===== config.mk =====
export PLATFORM = sky130hd
export DESIGN_NAME = serial_result_port
export DESIGN_NICKNAME = d
export VERILOG_FILES = /design/src/rtl/srp_pkg.sv /design/src/rtl/srp_clkdiv.sv /design/src/rtl/srp_frame_builder.sv /design/src/rtl/srp_shifter.sv /design/src/rtl/serial_result_port.sv
export SDC_FILE = /design/constraint.sdc
export NUM_CORES = 1
export LEC_CHECK = 0
export BUFFER_PORTS_ARGS = -buffer_cell sky130_fd_sc_hd__buf_2
export CORE_ASPECT_RATIO = 2
export CORE_UTILIZATION = 45
export CTS_CLUSTER_DIAMETER = 120
export DETAILED_ROUTE_END_ITERATION = 16
export GPL_TIMING_DRIVEN = 0
export PLACE_DENSITY = 0.67
export SLEW_MARGIN = 25
export SYNTH_ARGS = -nofsm -noshare
export SYNTH_HDL_FRONTEND = slang
export SYNTH_SLANG_ARGS = --single-unit

===== constraint.sdc =====
create_clock -name clk -period 2.2 [get_ports clk]
set_input_delay 0.11 -clock clk [delete_from_list [all_inputs] [get_ports clk]]
set_output_delay 0.11 -clock clk [all_outputs]
set_load 0.01 [all_outputs]

===== src/rtl/srp_pkg.sv =====
package srp_pkg;

    typedef enum logic [1:0] {
        ST_IDLE    = 2'd0,
        ST_LOCAL   = 2'd1,
        ST_FORWARD = 2'd2
    } srp_state_e;

    localparam int unsigned STAT_W = 5;
    localparam int unsigned PAD_W  = 3;

endpackage


===== src/rtl/srp_clkdiv.sv =====
module srp_clkdiv (
    input  logic clk,
    input  logic rst_n,
    output logic sco,
    output logic launch,
    output logic capture
);

    logic ph_q;

    always_ff @(posedge clk or negedge rst_n) begin
        if (!rst_n) begin
            ph_q <= 1'b0;
        end else begin
            ph_q <= ~ph_q;
        end
    end

    assign sco     = ph_q;
    assign launch  = ~ph_q;
    assign capture = ph_q;

    // serial clock alternates every master edge after the first post-reset edge
    assert_sco_toggle_R1: assert property (@(posedge clk) disable iff (!rst_n)
        $past(rst_n) |-> (sco != $past(sco)));

endmodule


===== src/rtl/srp_frame_builder.sv =====
module srp_frame_builder #(
    parameter int unsigned DATA_W  = 24,
    parameter int unsigned REG_W   = 16,
    parameter int unsigned FRAME_W = 32
) (
    input  logic               clk,
    input  logic               rst_n,
    input  logic               word_stb,
    input  logic [DATA_W-1:0]  word_data,
    input  logic               stat_settled,
    input  logic               stat_ovr,
    input  logic               stat_lowpwr,
    input  logic [1:0]         stat_dec,
    input  logic               rd_stb,
    input  logic [REG_W-1:0]   rd_word,
    input  logic               take,
    output logic               pend_valid,
    output logic [FRAME_W-1:0] frame_word,
    output logic [1:0]         frame_dec
);
    import srp_pkg::*;

    localparam int unsigned RB_PAD = FRAME_W - REG_W;

    logic               pend_q;
    logic [FRAME_W-1:0] conv_q;
    logic [1:0]         dec_q;
    logic               rb_q;
    logic [REG_W-1:0]   rbw_q;

    always_ff @(posedge clk or negedge rst_n) begin
        if (!rst_n) begin
            pend_q <= 1'b0;
            conv_q <= '0;
            dec_q  <= '0;
        end else if (word_stb) begin
            pend_q <= 1'b1;
            conv_q <= {word_data, stat_settled, stat_ovr, stat_lowpwr,
                       stat_dec, {PAD_W{1'b0}}};
            dec_q  <= stat_dec;
        end else if (take) begin
            pend_q <= 1'b0;
        end
    end

    always_ff @(posedge clk or negedge rst_n) begin
        if (!rst_n) begin
            rb_q  <= 1'b0;
            rbw_q <= '0;
        end else if (rd_stb) begin
            rb_q  <= 1'b1;
            rbw_q <= rd_word;
        end else if (take) begin
            rb_q  <= 1'b0;
        end
    end

    assign pend_valid = pend_q;
    assign frame_word = rb_q ? {rbw_q, {RB_PAD{1'b0}}} : conv_q;
    assign frame_dec  = dec_q;

    // a pending word is kept until a frame actually takes it
    assert_pend_hold_R9: assert property (@(posedge clk) disable iff (!rst_n)
        (pend_q && !take) |=> pend_q);

    // a readback request is used by exactly one frame
    assert_rb_once_R5: assert property (@(posedge clk) disable iff (!rst_n)
        (take && rb_q && !rd_stb) |=> !rb_q);

endmodule


===== src/rtl/srp_shifter.sv =====
module srp_shifter #(
    parameter int unsigned FRAME_W = 32,
    parameter int unsigned DEPTH_W = 3,
    parameter int unsigned LIM_LO  = 3,
    parameter int unsigned LIM_HI  = 7,
    parameter int unsigned CNT_W   = 8
) (
    input  logic               clk,
    input  logic               rst_n,
    input  logic               launch,
    input  logic               capture,
    input  logic               sco,
    input  logic               pend_valid,
    input  logic [FRAME_W-1:0] frame_word,
    input  logic [1:0]         frame_dec,
    input  logic [DEPTH_W-1:0] chain_depth,
    input  logic               sdi,
    output logic               take,
    output logic               fso_n,
    output logic               sdo
);
    import srp_pkg::*;

    srp_state_e         state_q, state_d;
    logic [FRAME_W-1:0] shreg_q;
    logic               fso_q;
    logic [CNT_W-1:0]   cnt_q;
    logic [DEPTH_W-1:0] fwd_q;
    logic               sdi_cap_q;
    logic               dec_lo_q;

    logic [DEPTH_W-1:0] lim;
    logic [DEPTH_W-1:0] depth_eff;
    logic [CNT_W-1:0]   fwd_last_cnt;
    logic               local_last;
    logic               fwd_last;
    logic [FRAME_W-1:0] shifted;

    assign lim          = (frame_dec == 2'b00) ? DEPTH_W'(LIM_LO) : DEPTH_W'(LIM_HI);
    assign depth_eff    = (chain_depth > lim) ? lim : chain_depth;
    assign fwd_last_cnt = CNT_W'(fwd_q) * CNT_W'(FRAME_W) - CNT_W'(1);
    assign local_last   = (cnt_q == CNT_W'(FRAME_W - 1));
    assign fwd_last     = (cnt_q == fwd_last_cnt);
    assign shifted      = {shreg_q[FRAME_W-2:0], sdi_cap_q};
    assign take         = launch && pend_valid && (state_q == ST_IDLE);

    // next-state logic
    always_comb begin
        state_d = state_q;
        unique case (state_q)
            ST_IDLE:    if (launch && pend_valid) state_d = ST_LOCAL;
            ST_LOCAL:   if (launch && local_last)
                            state_d = (fwd_q != '0) ? ST_FORWARD : ST_IDLE;
            ST_FORWARD: if (launch && fwd_last) state_d = ST_IDLE;
            default:    state_d = ST_IDLE;
        endcase
    end

    // state register
    always_ff @(posedge clk or negedge rst_n) begin
        if (!rst_n) state_q <= ST_IDLE;
        else        state_q <= state_d;
    end

    // output and datapath registers
    always_ff @(posedge clk or negedge rst_n) begin
        if (!rst_n) begin
            shreg_q   <= '0;
            fso_q     <= 1'b1;
            cnt_q     <= '0;
            fwd_q     <= '0;
            sdi_cap_q <= 1'b0;
            dec_lo_q  <= 1'b0;
        end else begin
            if (capture) sdi_cap_q <= sdi;
            if (launch) begin
                unique case (state_q)
                    ST_IDLE: begin
                        cnt_q <= '0;
                        if (pend_valid) begin
                            shreg_q  <= frame_word;
                            fso_q    <= 1'b0;
                            fwd_q    <= depth_eff;
                            dec_lo_q <= (frame_dec == 2'b00);
                        end else begin
                            shreg_q  <= '0;
                            fso_q    <= 1'b1;
                        end
                    end
                    ST_LOCAL: begin
                        if (local_last) begin
                            cnt_q   <= '0;
                            fso_q   <= 1'b1;
                            shreg_q <= (fwd_q == '0) ? '0 : shifted;
                        end else begin
                            cnt_q   <= cnt_q + CNT_W'(1);
                            shreg_q <= shifted;
                        end
                    end
                    ST_FORWARD: begin
                        if (fwd_last) begin
                            cnt_q   <= '0;
                            shreg_q <= '0;
                        end else begin
                            cnt_q   <= cnt_q + CNT_W'(1);
                            shreg_q <= shifted;
                        end
                    end
                    default: begin
                        cnt_q   <= '0;
                        shreg_q <= '0;
                        fso_q   <= 1'b1;
                    end
                endcase
            end
        end
    end

    assign fso_n = fso_q;
    assign sdo   = shreg_q[FRAME_W-1];

    // checker support: count launches shown with the marker low
    logic [6:0] chk_run;
    always_ff @(posedge clk or negedge rst_n) begin
        if (!rst_n)      chk_run <= '0;
        else if (launch) chk_run <= fso_q ? 7'd0 : chk_run + 7'd1;
    end

    // marker low for exactly one frame width
    assert_fso_width_R2: assert property (@(posedge clk) disable iff (!rst_n)
        $rose(fso_q) |-> (chk_run == 7'(FRAME_W)));

    // outputs move only with a rising serial clock
    assert_launch_edge_R3: assert property (@(posedge clk) disable iff (!rst_n)
        ($past(rst_n) && (!$stable(sdo) || !$stable(fso_q))) |-> sco);

    // forwarding never runs past the limit of the latched rate
    assert_fwd_limit_R7: assert property (@(posedge clk) disable iff (!rst_n)
        (state_q == ST_FORWARD) |->
        (int'(cnt_q) < (dec_lo_q ? int'(LIM_LO * FRAME_W) : int'(LIM_HI * FRAME_W))));

    // idle line is quiet
    assert_idle_quiet_R8: assert property (@(posedge clk) disable iff (!rst_n)
        ($past(rst_n) && $past(state_q) == ST_IDLE && state_q == ST_IDLE) |-> (fso_q && !sdo));

endmodule


===== src/rtl/serial_result_port.sv =====
module serial_result_port #(
    parameter int unsigned DATA_W  = 24,
    parameter int unsigned REG_W   = 16,
    parameter int unsigned DEPTH_W = 3,
    parameter int unsigned RATE_LO = 128,
    parameter int unsigned RATE_HI = 256
) (
    input  logic              clk,
    input  logic              rst_n,
    input  logic              word_stb,
    input  logic [DATA_W-1:0] word_data,
    input  logic              stat_settled,
    input  logic              stat_ovr,
    input  logic              stat_lowpwr,
    input  logic [1:0]        stat_dec,
    input  logic              rd_stb,
    input  logic [REG_W-1:0]  rd_word,
    input  logic [DEPTH_W-1:0] chain_depth,
    input  logic              sdi,
    output logic              sco,
    output logic              fso_n,
    output logic              sdo
);
    import srp_pkg::*;

    localparam int unsigned FRAME_W = DATA_W + STAT_W + PAD_W;
    localparam int unsigned LIM_LO  = RATE_LO / FRAME_W - 1;
    localparam int unsigned LIM_HI  = RATE_HI / FRAME_W - 1;
    localparam int unsigned CNT_W   = $clog2(LIM_HI * FRAME_W + 1);

    logic               launch;
    logic               capture;
    logic               take;
    logic               pend_valid;
    logic [FRAME_W-1:0] frame_word;
    logic [1:0]         frame_dec;

    srp_clkdiv u_clkdiv (
        .clk     (clk),
        .rst_n   (rst_n),
        .sco     (sco),
        .launch  (launch),
        .capture (capture)
    );

    srp_frame_builder #(
        .DATA_W  (DATA_W),
        .REG_W   (REG_W),
        .FRAME_W (FRAME_W)
    ) u_builder (
        .clk          (clk),
        .rst_n        (rst_n),
        .word_stb     (word_stb),
        .word_data    (word_data),
        .stat_settled (stat_settled),
        .stat_ovr     (stat_ovr),
        .stat_lowpwr  (stat_lowpwr),
        .stat_dec     (stat_dec),
        .rd_stb       (rd_stb),
        .rd_word      (rd_word),
        .take         (take),
        .pend_valid   (pend_valid),
        .frame_word   (frame_word),
        .frame_dec    (frame_dec)
    );

    srp_shifter #(
        .FRAME_W (FRAME_W),
        .DEPTH_W (DEPTH_W),
        .LIM_LO  (LIM_LO),
        .LIM_HI  (LIM_HI),
        .CNT_W   (CNT_W)
    ) u_shifter (
        .clk         (clk),
        .rst_n       (rst_n),
        .launch      (launch),
        .capture     (capture),
        .sco         (sco),
        .pend_valid  (pend_valid),
        .frame_word  (frame_word),
        .frame_dec   (frame_dec),
        .chain_depth (chain_depth),
        .sdi         (sdi),
        .take        (take),
        .fso_n       (fso_n),
        .sdo         (sdo)
    );

endmodule


==> metrics.md, run 1 <==
| Metric | Value |
|---|---|
| Crit end category | `flop` |
| Slew margin rel. | `50.1%` |
| H-tree depth | `3` |
| Clock transition at path regs | `0.06 ns` |
| Layout cell share with drive strength beyond 1 | `34.5%` |
| IO Port Bufs | `53` |
| # diodes | `0` |
| Fin. Hold Viols | `1` |
| Cells after synthesis | `353` |
| Routed WL per cell | `17.9 um` |
| Clk sinks | `95` |
| Int Power | `3.89 mW` |
| Yosys warning count | `0` |
| Vias | `3332` |
| Final worst slack | `-0.107 ns` |
| Chip Height | `142 um` |
| Critical path class | `flop to flop` |
| CTS tree | `yes` |
| Sequential Power Share | `42.5%` |
| Tightest Hold Check Type | `input pin to flop` |
| Synth cell types | `44` |
| Post-synth top flop | `dfrtp_1` |
| Area Overhead vs Synth | `27.3%` |
| Peak per-stage delay on the critical path | `0.42 ns` |
| Residual DRC count | `0` |
| Routability cong. | `0.810` |
| Failing checks | `negative hold slack, negative setup slack` |
| Max-cap violation count | `0` |
| Leakage | `2.43 nW` |
| Final setup fails | `13` |
| Final wirelength | `10100 um` |
| Gate power share | `26.1%` |
| Non-filler cells, final | `565` |
| Net Sw Frac | `28.8%` |
| CP max stage cell | `o41a_1` |
| First-pass GRT wire length | `16500 um` |
| Pin count of the biggest net entering global routing | `53` |
| Hold_ws | `-0.000149 ns` |
| Final core utilization | `59.5%` |
| Clock root cell | `clkbuf_16` |
| Commonest non-fill, non-tap cell in the layout | `dfrtp_1` |
| Leading area contributor after synthesis | `dfrtp_1` |
| Vias in the first global route | `3485` |
| CP arrival | `2.53 ns` |
| Die width | `71.8 um` |
| Top cell type's share of synthesized area | `53.6%` |
| Initial drt markers | `236` |
| Max rail drop VDD | `0.593 mV` |
| Worst Setup Start Kind | `flop` |
| Vias per inst | `5.90` |
| Row cnt | `50` |
| CP Cell Sequence | `inv_2 > ha_4 > xnor2_1 > o41a_1 > o31a_1 > buf_6 > buf_8 > a221o_1` |
| Outcome | `complete, but fails checks` |
| Nets@finish | `517` |
| Pwr/cell area | `978 nW/um2` |
| Critical path fanouts, max | `10` |
| Post-synthesis sequential area ratio | `54.2%` |
| Async SR Flop Fraction | `100%` |
| Share of total power in the clock network | `31.4%` |
| I/O pin count | `56` |
| Cts bufs inserted | `9` |
| Worst skew pair latency | `0.35 ns` |
| Most frequent cells in the layout | `94 x dfrtp_1, 56 x buf_2, 47 x mux2_2` |
| Max Freq | `434 MHz` |
| GRT Overall Usage | `21.2%` |
| Max Buffers Root-to-Sink | `2` |
| Worst-margin pin slew | `0.748 ns` |
| RSZ-0062 raised after global routing | `true` |
| Syn Area/Cell | `12.4 um2` |
| Dpl cells | `511` |
| Antenna violations before repair | `0` |
| Drt pass-1 iters | `4` |
| #FFs+latches synth | `95` |
| EDFF count, synth | `0` |
| Fin crit period | `2.31 ns` |
| Synthesized area | `4390 um2` |
| Setup skew after layout | `0.00567 ns` |
| Antenna Nets Post-Route | `0` |
| Net Count, Synth | `414` |
| Grt ovf | `0` |
| Final Cycle Share | `105%` |
| Detailed Place HPWL | `6970 um` |
| Starting Density | `46.8%` |
| Die area | `10200 um2` |
| Fin. max-slew vios | `0` |
| Worst path required time | `2.42 ns` |
| P_sw | `1.58 mW` |
| CORE AREA | `9380 um2` |
| Synth top area cells | `dfrtp_1 54%, mux2_2 12%, a221oi_1 5.2%` |
==> cell type report <==
type                            instances  area [um2]
Clock buffer                           11         253
Sequential cell                        95        2380
Timing Repair Buffer                   93         674
Clock inverter                          5        80.1
Multi-Input combinational cell        225        1920
Fill cell                             766        3800
Tap cell                              104         130
Inverter                                9        33.8
Buffer                                 23         118
==> cells by family after synthesis <==
| logic type | Yosys count | share of synthesized area (%) |
|---|---|---|
| flops | 95 | 54.2 |
| buf+inv | 33 | 3.42 |
| fa+ha+maj | 8 | 2.28 |
| compound gates | 99 | 17.8 |
| xor+xnor | 6 | 1.54 |
| simple gates | 49 | 5.08 |
| mux | 63 | 15.7 |
==> registers in the layout, indices dropped and copies added (netlist names) <==
name and count:
u_builder.rb_q 1, u_builder.pend_valid 1, u_shifter.fso_n 1, u_builder.conv_q 28
u_builder.frame_dec 1, u_shifter.state_q 2, u_shifter.fwd_q 3, u_shifter.shreg_q 32
u_builder.rbw_q 16, u_clkdiv.capture 1, u_shifter.cnt_q 8, u_shifter.sdi_cap_q 1
==> through the flow <==
stage	hold WS, ns	area (um2)	total power, mW	setup TNS [ns]	setup WS (ns)
6_report	-0.000149	5590	5.47	-0.674	-0.107
2_1_floorplan	-0.186	4390	3.19	0	0.00527
3_5_place_dp	0.0634	4820	3.56	-6.25	-0.328
4_1_cts	0.0000409	5520	5.39	-0.565	-0.102
5_1_grt	0.00129	5590	5.73	-2.41	-0.158
3_3_place_gp	0.342	4780	3.50	-4.67	-0.251
==> Yosys cell counts (2+ instances only) <==
cell type  instances
nor3_1             8
a22o_2             3
xnor2_1            5
a221o_2            9
buf_1              3
a21o_1             2
clkbuf_1          15
mux2_2            47
inv_1              9
a211oi_1          13
a22o_1             2
nand2_1           10
nand3_1            3
a221oi_1          26
o21ai_0            6
mux2i_1           16
dfrtp_1           94
nor2_1            21
a21oi_1           21
ha_1               8
a221o_1            7
buf_2              3
==> path summary, 6_finish.rpt <==
path,from,end,slack (ns),cells after the start
max in group asynchronous,rst_n,u_builder.conv_q[17]$_DFFE_PN0P_,1.35,3
worst max register to register,u_shifter.fwd_q[0]$_DFFE_PN0P_,u_shifter.shreg_q[28]$_DFFE_PN0N_,-0.11,8
min in group asynchronous,rst_n,u_builder.conv_q[28]$_DFFE_PN0P_,0.25,2
worst min-delay path,rd_word[6],u_builder.rbw_q[6]$_DFFE_PN0P_,-0.0001,2
worst max-delay path,u_shifter.fwd_q[0]$_DFFE_PN0P_,u_shifter.shreg_q[28]$_DFFE_PN0N_,-0.11,8
worst min register to register,u_shifter.sdi_cap_q$_DFFE_PN0P_,u_shifter.shreg_q[0]$_DFFE_PN0N_,0.50,1
==> metal layers <==
metal	vias to the layer above	wire, um	track usage, %
li1	1548	-	-
met2	78	5640	38.2
met4	0	298	10.2
met1	1684	3840	23.2
met3	22	344	4.40
met5	-	0	0
==> worst max-delay path: cells and delay by family, from the launching register on <==
kind	cells	cell delay (ns)
AO/OA/AOI/OAI	3	1.05
buffers and inverters	3	0.41
flip-flops	1	0.39
adder cells (fa/ha/maj)	1	0.22
XOR/XNOR	1	0.11
==> power by group through the flow <==
stage	clock network (mW)	registers [mW]	logic [mW]
3_5_place_dp	0	2.35	1.21
6_report	1.72	2.33	1.42
4_1_cts	1.75	2.31	1.33
2_1_floorplan	0	2.28	0.907
5_1_grt	1.82	2.36	1.55
3_3_place_gp	0	2.33	1.17
==> what timing repair did <==
| item | in CTS | in global routing |
|---|---|---|
| setup endpoints to repair | 34 | 41 |
| buffers inserted | 3 | 3 |
| hold buffers | 33 | 0 |
| gates resized for setup | 8 | 9 |
| endpoints found under the hold margin | 74 | 0 |
| pin swaps | 1 | 2 |
Note: power is estimated with default switching activity, not from simulation.
==> run 2: changes to the inputs <==
--- a/config.mk
+++ b/config.mk
@@ -7,6 +7,7 @@
 export LEC_CHECK = 0
 export BUFFER_PORTS_ARGS = -buffer_cell sky130_fd_sc_hd__buf_2
 export CORE_ASPECT_RATIO = 2
+export CORE_MARGIN = 1.5
 export CORE_UTILIZATION = 45
 export CTS_CLUSTER_DIAMETER = 120
 export DETAILED_ROUTE_END_ITERATION = 16
==> metrics.md, run 2 (synthesis gave the netlist of run 1 again) <==
| Metric | Value |
|---|---|
| Setup skew after layout | `0.00502 ns` |
| Grt ovf | `0` |
| Cts bufs inserted | `9` |
| Worst path required time | `2.42 ns` |
| Final Cycle Share | `105%` |
| Critical path class | `flop to flop` |
| Final setup fails | `26` |
| H-tree depth | `3` |
| Outcome | `complete, but fails checks` |
| Critical path fanouts, max | `5` |
| Sequential Power Share | `43.6%` |
| CP arrival | `2.53 ns` |
| Fin. Hold Viols | `0` |
| Routability cong. | `0.799` |
| GRT Overall Usage | `20.0%` |
| Top reg by flops | `u_shifter.shreg_q` |
| Drt pass-1 iters | `5` |
| Antenna violations before repair | `0` |
| Pwr/cell area | `987 nW/um2` |
| P_sw | `1.52 mW` |
| Final worst slack | `-0.109 ns` |
| Pin count of the biggest net entering global routing | `52` |
| Min-delay src | `word_data[6]` |
| Int Power | `3.81 mW` |
| Failing checks | `negative setup slack` |
| Layout cell share with drive strength beyond 1 | `36.4%` |
| Max Freq | `433 MHz` |
| Worst r2r src | `u_shifter.fwd_q[0]$_DFFE_PN0P_` |
| I/O pin count | `56` |
| Vias in the first global route | `3324` |
| Antenna Nets Post-Route | `0` |
| CP Cell Sequence | `inv_2 > ha_1 > xor3_1 > o41a_1 > o31a_1 > buf_4 > buf_6 > a221o_2` |
| Worst Setup Start Kind | `flop` |
| Clk sinks | `95` |
| Final wirelength | `9910 um` |
| Post-route cell area | `5400 um2` |
| Fin. max-slew vios | `0` |
| Die width | `72.8 um` |
| Gate power share | `25.7%` |
| Non-filler cells, final | `572` |
| Worst Setup SP | `u_shifter.fwd_q[0]$_DFFE_PN0P_` |
| IO Port Bufs | `53` |
| Routed WL per cell | `17.3 um` |
| Commonest non-fill, non-tap cell in the layout | `dfrtp_1` |
| Chip Height | `143 um` |
| RSZ-0062 raised after global routing | `true` |
| Detailed Place HPWL | `7100 um` |
| Peak per-stage delay on the critical path | `0.40 ns` |
| Vias | `3217` |
| Worst-margin pin slew | `0.748 ns` |
| Crit end category | `flop` |
| Nets@finish | `498` |
| Residual DRC count | `0` |
| Max Buffers Root-to-Sink | `2` |
| CTS tree | `yes` |
| Max reg flops | `32` |
| Row cnt | `50` |
| Area Overhead vs Synth | `23.0%` |
| Clock root cell | `clkbuf_16` |
| Most frequent cells in the layout | `94 x dfrtp_1, 57 x buf_2, 47 x mux2_2` |
| Leakage | `2.35 nW` |
| Die area | `10400 um2` |
| Max-cap violation count | `0` |
| Fin crit period | `2.31 ns` |
| Net Sw Frac | `28.6%` |
| Initial drt markers | `204` |
| Largest regs | `u_shifter.shreg_q: 32 flops, u_builder.conv_q: 28 flops, u_builder.rbw_q: 16 flops` |
| DP Area | `4850 um2` |
| Clock transition at path regs | `0.07 ns` |
| Share of total power in the clock network | `30.7%` |
| Dpl cells | `537` |
| Slew margin rel. | `50.1%` |
| Tightest Hold Check Type | `input pin to flop` |
| CORE AREA | `9450 um2` |
| Starting Density | `46.5%` |
| Worst skew pair latency | `0.34 ns` |
| Fin Setup TNS | `-1.29 ns` |
| Max rail drop VDD | `0.524 mV` |
| Vias per inst | `5.62` |
| CP max stage cell | `dfrtp_1` |
| First-pass GRT wire length | `16000 um` |
| # diodes | `0` |
==> run 2: cell count changes in the layout (fill, tap and decap cells not counted), sizes merged <==
cell | before | now
clkinv | 1 | 2
dlygate4sd3 | 33 | 9
buf | 69 | 73
==> run 2: path summary, 6_finish.rpt <==
kind	cells after the start	slack (ns)	end
max	8	-0.11	u_shifter.shreg_q[18]$_DFFE_PN0N_
min	2	0.003	u_builder.conv_q[14]$_DFFE_PN0P_
max reg2reg	8	-0.11	u_shifter.shreg_q[18]$_DFFE_PN0N_
min reg2reg	1	0.51	u_builder.conv_q[25]$_DFFE_PN0P_
max in group asynchronous	3	1.32	u_shifter.fso_n$_DFFE_PN1P_
min in group asynchronous	2	0.26	u_shifter.cnt_q[6]$_DFFE_PN0N_
==> run 2: through the flow <==
| stage | utilization (%) | hold WS (ns) | power, mW | setup slack, ns |
|---|---|---|---|---|
| 6_report | 57.1 | 0.00261 | 5.33 | -0.109 |
| 5_1_grt | 57.1 | 0.00290 | 5.60 | -0.168 |
| 4_1_cts | 56.1 | 0.0000339 | 5.30 | -0.108 |
| 3_5_place_dp | 51.3 | 0.0650 | 3.57 | -0.321 |
| 3_3_place_gp | 51.0 | 0.342 | 3.50 | -0.249 |
| 2_1_floorplan | - | -0.186 | 3.19 | 0.00527 |
==> run 2: final cells by class <==
type | instances | area [um2]
Buffer | 24 | 123
Clock buffer | 10 | 229
Clock inverter | 6 | 85.1
Fill cell | 804 | 4050
Inverter | 9 | 33.8
Multi-Input combinational cell | 225 | 1900
Sequential cell | 95 | 2380
Tap cell | 130 | 163
Timing Repair Buffer | 73 | 485
==> run 2: timing repair <==
action,in CTS,in global routing
pin swaps,2,0
setup endpoints to repair,34,41
gates resized for setup,11,8
buffers inserted,4,4
gates cloned,1,1
hold buffers,7,2
hold endpoints to repair,50,2
==> run 2: worst max-delay path, delay by kind of cell, from the launching register on <==
kind                       cells  cell delay (ns)
adders and majority gates      1             0.16
AOI/OAI and AO/OA              3             1.04
xor gates and xnor gates       1             0.22
buffers and inverters          3             0.38
DFF                            1             0.40
==> run 2: routing by layer <==
layer	global-route usage (%)	routed length [um]
met1	22.6	3700
met2	35.3	5630
met3	3.88	299
met4	9.24	272
met5	0	0
==> run 2: power by group through the flow <==
stage	clock network, mW	logic (mW)	registers (mW)
2_1_floorplan	0	0.907	2.28
5_1_grt	1.74	1.50	2.36
3_3_place_gp	0	1.17	2.33
3_5_place_dp	0	1.23	2.34
4_1_cts	1.66	1.33	2.31
6_report	1.64	1.37	2.32
==> run 3: changes to the inputs <==
--- a/config.mk
+++ b/config.mk
@@ -8,11 +8,12 @@
 export BUFFER_PORTS_ARGS = -buffer_cell sky130_fd_sc_hd__buf_2
 export CORE_ASPECT_RATIO = 2
 export CORE_MARGIN = 1.5
-export CORE_UTILIZATION = 45
+export CORE_UTILIZATION = 52
 export CTS_CLUSTER_DIAMETER = 120
 export DETAILED_ROUTE_END_ITERATION = 16
 export GPL_TIMING_DRIVEN = 0
-export PLACE_DENSITY = 0.67
+export MAX_ROUTING_LAYER = met4
+export PLACE_DENSITY = 0.76
 export SLEW_MARGIN = 25
 export SYNTH_ARGS = -nofsm -noshare
 export SYNTH_HDL_FRONTEND = slang
==> constraint.sdc (replaced) <==
create_clock -name clk -period 2.2 [get_ports clk]
set_input_delay 0.22 -clock clk [delete_from_list [all_inputs] [get_ports clk]]
set_output_delay 0.22 -clock clk [all_outputs]
set_load 0.01 [all_outputs]
==> metrics.md, run 3 (synthesis gave the netlist of run 1 again) <==
| Metric | Value |
|---|---|
| Layout cell share with drive strength beyond 1 | `36.3%` |
| Tightest Hold Check Type | `input pin to flop` |
| Pwr/cell area | `1000 nW/um2` |
| Pin count of the biggest net entering global routing | `80` |
| Most frequent cells in the layout | `94 x dfrtp_1, 58 x buf_2, 47 x mux2_2` |
| Antenna violations before repair | `0` |
| Critical path fanouts, max | `10` |
| Chip Height | `133 um` |
| Fin. Hold Viols | `0` |
| Final core utilization | `63.4%` |
| Final Cycle Share | `105%` |
| Leakage | `2.28 nW` |
| Outcome | `complete, but fails checks` |
| Grt ovf | `0` |
| CORE AREA | `8230 um2` |
| Max rail drop VDD | `0.590 mV` |
| Clk sinks | `95` |
| Final worst slack | `-0.101 ns` |
| Fin Setup TNS | `-0.898 ns` |
| Commonest non-fill, non-tap cell in the layout | `dfrtp_1` |
| Delay-heaviest family, CP | `compound AO/OA/AOI/OAI gates` |
| Crit end category | `flop` |
| Max Buffers Root-to-Sink | `2` |
| Power, Total | `5.23 mW` |
| Row cnt | `47` |
| CP Cell Sequence | `inv_2 > ha_4 > xnor2_1 > o41a_1 > o31a_1 > buf_6 > buf_8 > a221o_1` |
| Slew margin rel. | `50.5%` |
| Drt pass-1 iters | `5` |
| CP max stage cell | `o41a_1` |
| Max reg flops | `32` |
| GRT Overall Usage | `24.3%` |
| Post-route cell area | `5220 um2` |
| Nets@finish | `488` |
| Max Freq | `435 MHz` |
| Routed WL per cell | `18.3 um` |
| H-tree depth | `3` |
| Max-cap violation count | `0` |
| Worst path required time | `2.42 ns` |
| Vias in the first global route | `3359` |
| Detailed Place HPWL | `6750 um` |
| RSZ-0062 raised after global routing | `true` |
| Area Overhead vs Synth | `18.9%` |
| Reg-to-reg slack, setup | `-0.10 ns` |
| Worst skew pair latency | `0.35 ns` |
| Worst path bufs/invs | `3` |
| Failing checks | `negative setup slack` |
| Cts bufs inserted | `9` |
| Clock transition at path regs | `0.07 ns` |
| Vias | `3229` |
| I/O pin count | `56` |
| Vias per inst | `6.09` |
| Die area | `9030 um2` |
| FILL cells | `651` |
| Final setup fails | `21` |
| Clock root cell | `clkbuf_16` |
| IO Port Bufs | `53` |
| # diodes | `0` |
| Worst Setup Start Kind | `flop` |
| CTS tree | `yes` |
| Peak per-stage delay on the critical path | `0.41 ns` |
| First-pass GRT wire length | `16100 um` |
| Starting Density | `53.3%` |
| Die width | `68.0 um` |
| Routability cong. | `0.785` |
| Worst-margin pin slew | `0.743 ns` |
| Residual DRC count | `0` |
| Antenna Nets Post-Route | `0` |
| Critical path class | `flop to flop` |
| CP arrival | `2.52 ns` |
| Initial drt markers | `201` |
| Pre-CTS setup slack | `-0.323 ns` |
| Fin. max-slew vios | `0` |
| Setup skew after layout | `0.00882 ns` |
| Top reg by flops | `u_shifter.shreg_q` |
| Largest regs | `u_shifter.shreg_q: 32 flops, u_builder.conv_q: 28 flops, u_builder.rbw_q: 16 flops` |
| DP Area | `4810 um2` |
| Fin crit period | `2.30 ns` |
| Final wirelength | `9690 um` |
[run 3: worst paths after layout]
path,from,end,cells past startpoint
worst max-delay path,u_shifter.fwd_q[0]$_DFFE_PN0P_,u_shifter.shreg_q[29]$_DFFE_PN0N_,8
worst min-delay path,word_data[13],u_builder.conv_q[21]$_DFFE_PN0P_,2
worst max register to register,u_shifter.fwd_q[0]$_DFFE_PN0P_,u_shifter.shreg_q[29]$_DFFE_PN0N_,8
worst min register to register,u_shifter.sdi_cap_q$_DFFE_PN0P_,u_shifter.shreg_q[0]$_DFFE_PN0N_,1
max in group asynchronous,rst_n,u_builder.rbw_q[1]$_DFFE_PN0P_,3
min in group asynchronous,rst_n,u_shifter.fwd_q[0]$_DFFE_PN0P_,2
[run 3: repair_timing]
item                                   in CTS  in global routing
setup buffers                               5                  2
pin swaps                                   2                  2
resized for setup                          11                  7
hold buffers                                1                  0
cloned                                      1                  0
setup endpoints to repair                  34                 35
endpoints found under the hold margin      16                  0
[run 3: layout make-up]
type / instances / area [um2] / area share, %
inverter: 9 / 33.8 / 0.648
tap: 98 / 123 / 2.35
buffer: 24 / 125 / 2.40
clock inverter: 3 / 42.5 / 0.816
clock buffer: 13 / 250 / 4.80
sequential: 95 / 2380 / 45.6
timing repair buffer: 63 / 367 / 7.03
multi-input combinational: 225 / 1900 / 36.4
[run 3: worst register-to-register path, delay by kind of cell (launching register included)]
family,cells,cell delay (ns)
xor+xnor,1,0.12
compound gates,3,1.05
fa+ha+maj,1,0.21
buf+inv,3,0.40
flops,1,0.38
[run 3: routing by layer]
metal / track usage (%) / vias to the layer above / share of wire, %
met5: - / - / 0
met3: 4.76 / 21 / 3.6
met1: 26.8 / 1635 / 38
li1: - / 1492 / -
met4: 10.8 / 0 / 2.9
met2: 40.9 / 81 / 56
[run 3: where the power goes]
group | internal [mW] | switching (mW)
combinational | 0.712 | 0.643
sequential | 2.09 | 0.241
clock | 0.911 | 0.636
[run 3: through the flow]
stage	std cells	hold slack, ns
after floorplan	353	-0.0756
after global placement	504	0.452
after detailed placement	505	0.0657
after CTS	528	0.101
after global routing	530	0.102
final	530	0.107
